File: config.mk
export PLATFORM = sky130hd
export DESIGN_NAME = quad_copy_dma
export DESIGN_NICKNAME = d
export VERILOG_FILES = /design/src/rtl/xfer_pkg.sv /design/src/rtl/xfer_datapath.sv /design/src/rtl/xfer_ctrl.sv /design/src/rtl/quad_copy_dma.sv
export SDC_FILE = /design/constraint.sdc
export NUM_CORES = 2
export LEC_CHECK = 0
export ABC_AREA = 1
export BUFFER_PORTS_ARGS = -buffer_cell sky130_fd_sc_hd__buf_2
export CORE_ASPECT_RATIO = 1.2
export CORE_MARGIN = 5
export CORE_UTILIZATION = 50
export DETAILED_ROUTE_END_ITERATION = 10
export PLACE_DENSITY = 0.72
export SLEW_MARGIN = 10
export SYNTH_ARGS = -nofsm -noshare
export SYNTH_HDL_FRONTEND = slang
export SYNTH_SLANG_ARGS = --single-unit
File: constraint.sdc
create_clock -name clk -period 3.15 [get_ports clk]
set_input_delay 0.63 -clock clk [delete_from_list [all_inputs] [get_ports clk]]
set_output_delay 0.63 -clock clk [all_outputs]
set_load 0.1 [all_outputs]
File: src/rtl/xfer_pkg.sv
package xfer_pkg;

  // Register slot index inside a channel's eight-word window
  localparam logic [2:0] SLOT_CTL    = 3'd0;
  localparam logic [2:0] SLOT_CNT    = 3'd1;
  localparam logic [2:0] SLOT_SRC_HI = 3'd2;
  localparam logic [2:0] SLOT_SRC_LO = 3'd3;
  localparam logic [2:0] SLOT_DST_HI = 3'd4;
  localparam logic [2:0] SLOT_DST_LO = 3'd5;
  localparam logic [2:0] SLOT_LST_HI = 3'd6;
  localparam logic [2:0] SLOT_LST_LO = 3'd7;

  // Control word fields
  localparam int CTL_EN     = 31;
  localparam int CTL_WID_HI = 26;
  localparam int CTL_WID_LO = 25;
  localparam int CTL_DINC   = 24;
  localparam int CTL_SINC   = 23;

  typedef enum logic [1:0] {
    ST_IDLE  = 2'd0,
    ST_READ  = 2'd1,
    ST_WRITE = 2'd2
  } moveState_t;

  // Strobes from the sequencer to the datapath
  typedef struct packed {
    logic load;        // copy the selected channel's setup into working registers
    logic capture;     // latch the element returned by memory
    logic step;        // advance addresses and remaining count
    logic writePhase;  // present destination address instead of source
  } moveStrobe_t;

endpackage

File: src/rtl/xfer_datapath.sv
module xfer_datapath
  import xfer_pkg::*;
#(
  parameter int NUM_CH = 4,
  parameter int ADDR_W = 6,
  parameter int CNT_W  = 16,
  parameter int MADDR_W = 64,
  parameter int MDATA_W = 64,
  localparam int CH_W = (NUM_CH > 1) ? $clog2(NUM_CH) : 1
) (
  input  logic               clk,
  input  logic               rstN,
  input  logic               regWr,
  input  logic [ADDR_W-1:0]  regAddr,
  input  logic [31:0]        regWdata,
  output logic [31:0]        regRdata,
  input  logic [31:0]        statusWord,
  output logic               stsWr,
  input  moveStrobe_t        strobe,
  input  logic [CH_W-1:0]    chanSel,
  output logic [NUM_CH-1:0]  startReq,
  output logic               lastElem,
  output logic [MADDR_W-1:0] memAddr,
  output logic [1:0]         memSize,
  output logic [MDATA_W-1:0] memWdata,
  input  logic [MDATA_W-1:0] memRdata
);

  localparam logic [ADDR_W-1:0] STATUS_OFF = ADDR_W'(NUM_CH * 8);

  logic [31:0]        ctlReg [NUM_CH];
  logic [31:0]        cntReg [NUM_CH];
  logic [MADDR_W-1:0] srcReg [NUM_CH];
  logic [MADDR_W-1:0] dstReg [NUM_CH];
  logic [MADDR_W-1:0] lstReg [NUM_CH];

  logic [2:0]       slot;
  logic [CH_W-1:0]  chanIdx;
  logic             inBank;

  assign slot    = regAddr[2:0];
  assign chanIdx = CH_W'(regAddr[ADDR_W-1:3]);
  assign inBank  = regAddr < STATUS_OFF;
  assign stsWr   = regWr && (regAddr == STATUS_OFF);

  // Register bank
  always_ff @(posedge clk or negedge rstN) begin
    if (!rstN) begin
      for (int c = 0; c < NUM_CH; c++) begin
        ctlReg[c] <= '0;
        cntReg[c] <= '0;
        srcReg[c] <= '0;
        dstReg[c] <= '0;
        lstReg[c] <= '0;
      end
    end else if (regWr && inBank) begin
      case (slot)
        SLOT_CTL:    ctlReg[chanIdx] <= regWdata;
        SLOT_CNT:    cntReg[chanIdx] <= regWdata;
        SLOT_SRC_HI: srcReg[chanIdx][MADDR_W-1:32] <= regWdata[MADDR_W-33:0];
        SLOT_SRC_LO: srcReg[chanIdx][31:0] <= regWdata;
        SLOT_DST_HI: dstReg[chanIdx][MADDR_W-1:32] <= regWdata[MADDR_W-33:0];
        SLOT_DST_LO: dstReg[chanIdx][31:0] <= regWdata;
        SLOT_LST_HI: lstReg[chanIdx][MADDR_W-1:32] <= regWdata[MADDR_W-33:0];
        default:     lstReg[chanIdx][31:0] <= regWdata;
      endcase
    end
  end

  // Start requests: enabled control write with a nonzero element count
  for (genvar c = 0; c < NUM_CH; c++) begin : g_start
    assign startReq[c] = regWr && inBank && (chanIdx == CH_W'(c)) &&
                         (slot == SLOT_CTL) && regWdata[CTL_EN] &&
                         (cntReg[c][CNT_W-1:0] != '0);
  end

  // Read mux
  always_comb begin
    regRdata = '0;
    if (inBank) begin
      case (slot)
        SLOT_CTL:    regRdata = ctlReg[chanIdx];
        SLOT_CNT:    regRdata = cntReg[chanIdx];
        SLOT_SRC_HI: regRdata = 32'(srcReg[chanIdx][MADDR_W-1:32]);
        SLOT_SRC_LO: regRdata = srcReg[chanIdx][31:0];
        SLOT_DST_HI: regRdata = 32'(dstReg[chanIdx][MADDR_W-1:32]);
        SLOT_DST_LO: regRdata = dstReg[chanIdx][31:0];
        SLOT_LST_HI: regRdata = 32'(lstReg[chanIdx][MADDR_W-1:32]);
        default:     regRdata = lstReg[chanIdx][31:0];
      endcase
    end else if (regAddr == STATUS_OFF) begin
      regRdata = statusWord;
    end
  end

  // Working copy of the running transfer
  logic [MADDR_W-1:0] srcPtr, dstPtr;
  logic [CNT_W-1:0]   remain;
  logic [1:0]         widCode;
  logic               srcStep, dstStep;
  logic [MDATA_W-1:0] elemBuf, laneMask;
  logic [MADDR_W-1:0] stride;

  assign stride = MADDR_W'(1) << widCode;

  always_comb begin
    case (widCode)
      2'd0:    laneMask = MDATA_W'(8'hFF);
      2'd1:    laneMask = MDATA_W'(16'hFFFF);
      2'd2:    laneMask = MDATA_W'(32'hFFFF_FFFF);
      default: laneMask = '1;
    endcase
  end

  always_ff @(posedge clk or negedge rstN) begin
    if (!rstN) begin
      srcPtr  <= '0;
      dstPtr  <= '0;
      remain  <= '0;
      widCode <= '0;
      srcStep <= 1'b0;
      dstStep <= 1'b0;
      elemBuf <= '0;
    end else begin
      if (strobe.load) begin
        srcPtr  <= srcReg[chanSel];
        dstPtr  <= dstReg[chanSel];
        remain  <= cntReg[chanSel][CNT_W-1:0];
        widCode <= ctlReg[chanSel][CTL_WID_HI:CTL_WID_LO];
        srcStep <= ctlReg[chanSel][CTL_SINC];
        dstStep <= ctlReg[chanSel][CTL_DINC];
      end
      if (strobe.capture) elemBuf <= memRdata & laneMask;
      if (strobe.step) begin
        if (srcStep) srcPtr <= srcPtr + stride;
        if (dstStep) dstPtr <= dstPtr + stride;
        remain <= remain - CNT_W'(1);
      end
    end
  end

  assign lastElem = (remain == CNT_W'(1));
  assign memAddr  = strobe.writePhase ? dstPtr : srcPtr;
  assign memSize  = widCode;
  assign memWdata = elemBuf;

endmodule

File: src/rtl/xfer_ctrl.sv
module xfer_ctrl
  import xfer_pkg::*;
#(
  parameter int NUM_CH = 4,
  localparam int CH_W = (NUM_CH > 1) ? $clog2(NUM_CH) : 1
) (
  input  logic              clk,
  input  logic              rstN,
  input  logic [NUM_CH-1:0] startReq,
  input  logic              lastElem,
  input  logic              stsWr,
  input  logic [NUM_CH-1:0] stsClr,
  input  logic              memReady,
  output moveStrobe_t       strobe,
  output logic [CH_W-1:0]   chanSel,
  output logic              memRd,
  output logic              memWr,
  output logic [31:0]       statusWord
);

  moveState_t        state;
  logic [CH_W-1:0]   curChan, pickIdx;
  logic              found;
  logic [NUM_CH-1:0] pending, doneFlag, busy, activeMask;
  logic [NUM_CH-1:0] pendNext, doneNext, pickMask, finishMask;

  // Lowest-numbered waiting channel wins
  always_comb begin
    pickIdx = '0;
    found   = 1'b0;
    for (int c = NUM_CH - 1; c >= 0; c--) begin
      if (pending[c]) begin
        pickIdx = CH_W'(c);
        found   = 1'b1;
      end
    end
  end

  assign activeMask = (state != ST_IDLE) ? (NUM_CH'(1) << curChan) : '0;
  assign busy       = pending | activeMask;

  always_comb begin
    strobe  = '0;
    memRd   = 1'b0;
    memWr   = 1'b0;
    chanSel = (state == ST_IDLE) ? pickIdx : curChan;
    case (state)
      ST_IDLE:  strobe.load = found;
      ST_READ: begin
        memRd          = 1'b1;
        strobe.capture = memReady;
      end
      ST_WRITE: begin
        memWr             = 1'b1;
        strobe.writePhase = 1'b1;
        strobe.step       = memReady;
      end
      default: ;
    endcase
  end

  assign pickMask   = (state == ST_IDLE && found) ? (NUM_CH'(1) << pickIdx) : '0;
  assign finishMask = (state == ST_WRITE && memReady && lastElem) ?
                      (NUM_CH'(1) << curChan) : '0;

  always_comb begin
    pendNext = (pending & ~pickMask) | (startReq & ~busy);
    doneNext = (doneFlag & ~(stsWr ? stsClr : '0)) | finishMask;
  end

  always_ff @(posedge clk or negedge rstN) begin
    if (!rstN) begin
      state    <= ST_IDLE;
      curChan  <= '0;
      pending  <= '0;
      doneFlag <= '0;
    end else begin
      pending  <= pendNext;
      doneFlag <= doneNext;
      case (state)
        ST_IDLE: if (found) begin
          curChan <= pickIdx;
          state   <= ST_READ;
        end
        ST_READ:  if (memReady) state <= ST_WRITE;
        ST_WRITE: if (memReady) state <= lastElem ? ST_IDLE : ST_READ;
        default:  state <= ST_IDLE;
      endcase
    end
  end

  always_comb begin
    statusWord = '0;
    statusWord[NUM_CH-1:0]        = doneFlag;
    statusWord[2*NUM_CH-1:NUM_CH] = busy;
  end

endmodule

File: src/rtl/quad_copy_dma.sv
module quad_copy_dma
  import xfer_pkg::*;
#(
  parameter int NUM_CH  = 4,
  parameter int ADDR_W  = 6,
  parameter int CNT_W   = 16,
  parameter int MADDR_W = 64,
  parameter int MDATA_W = 64,
  localparam int CH_W = (NUM_CH > 1) ? $clog2(NUM_CH) : 1
) (
  input  logic               clk,
  input  logic               rstN,
  input  logic               regWr,
  input  logic [ADDR_W-1:0]  regAddr,
  input  logic [31:0]        regWdata,
  output logic [31:0]        regRdata,
  output logic               memRd,
  output logic               memWr,
  output logic [MADDR_W-1:0] memAddr,
  output logic [1:0]         memSize,
  output logic [MDATA_W-1:0] memWdata,
  input  logic [MDATA_W-1:0] memRdata,
  input  logic               memReady
);

  moveStrobe_t       strobe;
  logic [CH_W-1:0]   chanSel;
  logic [NUM_CH-1:0] startReq;
  logic              lastElem, stsWr;
  logic [31:0]       statusWord;

  xfer_datapath #(
    .NUM_CH(NUM_CH), .ADDR_W(ADDR_W), .CNT_W(CNT_W),
    .MADDR_W(MADDR_W), .MDATA_W(MDATA_W)
  ) u_path (
    .clk(clk), .rstN(rstN),
    .regWr(regWr), .regAddr(regAddr), .regWdata(regWdata), .regRdata(regRdata),
    .statusWord(statusWord), .stsWr(stsWr),
    .strobe(strobe), .chanSel(chanSel),
    .startReq(startReq), .lastElem(lastElem),
    .memAddr(memAddr), .memSize(memSize), .memWdata(memWdata), .memRdata(memRdata)
  );

  xfer_ctrl #(.NUM_CH(NUM_CH)) u_ctrl (
    .clk(clk), .rstN(rstN),
    .startReq(startReq), .lastElem(lastElem),
    .stsWr(stsWr), .stsClr(regWdata[NUM_CH-1:0]),
    .memReady(memReady),
    .strobe(strobe), .chanSel(chanSel),
    .memRd(memRd), .memWr(memWr),
    .statusWord(statusWord)
  );

endmodule

==> flow_summary.json <==
{
  "p_int_w": 0.0374,
  "worst_slew_pin_slew_ns": 1.26,
  "syn_nets": 8279,
  "cp-startpoint": "regAddr[0]",
  "grt-ovfl-total": 0,
  "io_buffer_count": 269,
  "yosysWarnings": 0,
  "synth_area_um2": 63500,
  "cts.path.max_buffers": 3,
  "ys_types": 57,
  "slew_headroom_pct": 15.8,
  "switchingPower_w": 0.0330,
  "initial_utilization_pct": 50.2,
  "ys.flop_type": "dfrtp_1",
  "wl_per_cell_um": 25.4,
  "placedCellCount": 9934,
  "synth_top_cell_by_area": "dfrtp_1",
  "pre_cts_slack_ns": -0.904,
  "final_nets": 8582,
  "p_comb_share_pct": 44.8,
  "clock.fmax_mhz": 299,
  "cts_buffers": 133,
  "htree_levels": 4,
  "cts-root-buf": "clkbuf_16",
  "die_y_um": 400,
  "cts_sinks": 1248,
  "min_path_type": "input pin to flop",
  "drc": 0,
  "cpPeakStageDelay_ns": 0.32,
  "drt_wl_total_um": 260000,
  "period_share_pct": 106,
  "grt_pass1_wl_um": 387000,
  "p_per_area_nw_per_um2": 910,
  "vias_per_cell": 6.31,
  "avgSynthCellArea_um2": 7.77,
  "power_frac_clock_pct": 23.2,
  "first_pass_iters": 10,
  "violations": "setup timing",
  "hpwlAfterDp_um": 177000,
  "n_fill_cell": 10900,
  "cp-endpoint": "regRdata[0]",
  "antenna_left": 0,
  "p_seq_share_pct": 32.0,
  "dieArea_um2": 134000,
  "setup_viol": 20,
  "cts_tree": "done",
  "p_sw_share_pct": 46.9,
  "endpoint_kind": "primary output",
  "insertion_delay_ns": 0.80,
  "rows": 143,
  "ir_drop_v": 0.00167,
  "r2r-end": "u_path.dstPtr[51]",
  "cp.arrival_ns": 2.71,
  "drt_iter0_markers": 10300,
  "io_pins": 270,
  "grt_max_degree": 96,
  "die_x_um": 335,
  "synthArstFlopShare_pct": 100,
  "yosysTopAreaCellShare_pct": 49.2,
  "fin_cells": 10200,
  "power_w": 0.0705,
  "worst_slack_ns": -0.191,
  "rr_worst_depth": 13,
  "cts.clk_slew.worst_paths_ns": 0.06,
  "startpoint_type": "input pin",
  "ys_seq_area_share_pct": 49.2,
  "rrSetupSlack_ns": 0.26,
  "min_from": "memRdata[7]",
  "postSynthCellCount": 8165,
  "drive_above_1_share_pct": 16.4,
  "antenna_found_initial": 21,
  "cp.required_ns": 2.52,
  "place_congestion": 1.07,
  "ys_seq_elements": 1248,
  "crit_path_frequent_cell": "buf_12",
  "grt_usage_pct": 37.5,
  "fin_util_pct": 61.3,
  "vias": 64600,
  "reg2reg_from": "u_path.memSize[1]",
  "status": "complete, but fails checks",
  "slew_viol_final": 0,
  "dpl_cell_area_um2": 70100,
  "multi_input_area_um2": 29900,
  "fin_crit_ns": 3.34,
  "core-area_um2": 126000,
  "rsz0062_at_grt": "true",
  "worstPathMaxFanout": 20,
  "syn_to_final_growth_pct": 22.0,
  "fin_area_um2": 77400,
  "holdPathStages": 2,
  "first_global_vias": 60600,
  "netlist_top_cells_area": "dfrtp_1, nand2_1, o21ai_0, a22oi_1, nor2_1",
  "worst-setup-path-type": "input pin to primary output",
  "synth_edf_count": 0,
  "path_cells": "buf_2 > nor2_1 > inv_2 > nor2_4 > inv_4 > buf_12 > a21oi_2 > nor3_2 > nand4_1 > nand2_1 > nand2_2 > buf_12",
  "seqCellArea_um2": 31200,
  "cp_slowest_cell": "a21oi_2",
  "clock_skew_ns": 0.0343,
  "cap_violations": 0,
  "final-hold-violation-count": 0,
  "p_leak_nw": 34.4
}
[repair_timing]
| action | in CTS | in global routing |
|---|---|---|
| hold buffers | 1 | 0 |
| pin swaps | 58 | 144 |
| resized for setup | 226 | 259 |
| gates cloned | 12 | 4 |
| endpoints found under the setup margin | 68 | 84 |
| hold endpoints to repair | 40 | 0 |
| setup buffers | 37 | 27 |
[sequential cells by signal (all words and copies together) (netlist names), 64 cells and up]
signal,count
u_path.dstReg,256
u_path.lstReg,256
u_path.srcReg,256
u_path.cntReg,128
u_path.ctlReg,128
u_path.dstPtr,64
u_path.memWdata,64
u_path.srcPtr,64
[stage by stage]
| step | TNS, ns | hold slack [ns] |
|---|---|---|
| 5_1_grt | -1.32 | 0.0646 |
| 2_1_floorplan | -1.57 | 0.334 |
| 4_1_cts | -0.469 | 0.0424 |
| 6_report | -0.903 | 0.0828 |
| 3_3_place_gp | -6.59 | 0.460 |
| 3_5_place_dp | -6.28 | 0.468 |
[kinds of logic after synthesis]
family                   count (synthesis)  share of synthesized area, %
adder cells (fa/ha/maj)                  8                         0.158
XOR/XNOR                                16                         0.221
flip-flops                            1248                          49.2
multiplexers                             8                         0.142
AND/OR/NAND/NOR                       3462                          22.3
buffers and inverters                 1021                          6.63
AO/OA/AOI/OAI                         2402                          21.3
[cells in the mapped netlist, types with 5 or more instances]
| library cell | instances |
|---|---|
| buf_1 | 38 |
| buf_6 | 14 |
| mux2_2 | 8 |
| nand2_2 | 10 |
| or2_2 | 18 |
| ha_1 | 8 |
| nand4_1 | 90 |
| o21ai_0 | 1356 |
| nor4_1 | 10 |
| or2_1 | 6 |
| o21ai_2 | 5 |
| o21a_1 | 9 |
| a31oi_1 | 29 |
| xor2_1 | 8 |
| o22ai_1 | 52 |
| and3_1 | 8 |
| inv_1 | 374 |
| nor2_1 | 529 |
| inv_2 | 23 |
| xnor2_1 | 8 |
| buf_4 | 22 |
| buf_2 | 147 |
| clkbuf_1 | 399 |
| nand2_1 | 2254 |
| a22oi_1 | 382 |
| a21boi_1 | 10 |
| o31ai_1 | 5 |
| nand3_1 | 381 |
| nor2_2 | 11 |
| nand3b_1 | 17 |
| nor3_1 | 113 |
| o211ai_1 | 89 |
| o21ai_1 | 109 |
| o221ai_1 | 12 |
| a21oi_1 | 311 |
| a41oi_1 | 17 |
| dfrtp_1 | 1248 |
[worst max-delay path, delay by kind of cell]
family	cells	cell delay, ns
and+or+nand+nor	6	0.98
AOI/OAI and AO/OA	1	0.32
buffers and inverters	5	0.76
[power groups by stage]
stage               Sequential [W]  Clock, W  Combinational (W)
floorplan                   0.0240         0             0.0180
global placement            0.0224         0             0.0295
detailed placement          0.0225         0             0.0300
CTS                         0.0223    0.0164             0.0307
global route                0.0228    0.0170             0.0334
finish                      0.0225    0.0163             0.0316
[worst min-delay path by stage]
stage	end	slack (ns)
after floorplan	u_ctrl.curChan[0]	0.33
after global placement	u_path.ctlReg[63]	0.46
after detailed placement	u_path.memWdata[61]	0.47
after CTS	u_path.memWdata[7]	0.04
after global routing	u_path.memWdata[7]	0.06
final	u_path.memWdata[7]	0.08
[cell type report]
class	count	share of cell area, %
sequential	1248	40.3
multi-input combinational	5896	38.7
timing repair buffer	787	10.5
clock buffer	191	5.03
tap	1667	2.69
inverter	401	1.99
clock inverter	41	0.735
antenna	7	0.0226
timing repair inverter	1	0.0113
[placed cells by master (no fill, tap or decap), types with 12 or more instances in the layout]
cell type  count
inv_2         19
a21oi_1      219
a21oi_4       25
nand3b_1      17
nor2_1       519
or2_4         14
nor2_4        12
buf_4        373
inv_6         12
a22oi_2       71
nand2_4       12
nand3_1      378
o21ai_1      162
nor3_4        31
a31oi_1       21
nand2_1     2188
nor3_2        24
inv_1        370
a22oi_1      311
nand4_1       90
nor2_2        12
nor3_1        63
nand2_2       62
buf_2        172
o21ai_0     1295
dfrtp_1     1245
a21oi_2       67
buf_8         13
buf_6         42
buf_12       170
clkbuf_8      29
o22ai_1       52
clkbuf_16    140
clkbuf_1      27
o211ai_1      89
[layer usage]
layer / track usage, % / vias to the layer above / wire length, um
met1: 48.3 / 31100 / 94600
li1: - / 28200 / -
met3: 10.5 / 938 / 31400
met4: 22.8 / 16 / 19900
met5: 0 / - / 109
met2: 56.2 / 4337 / 114000
No activity file was read; power rests on OpenSTA's default activity.
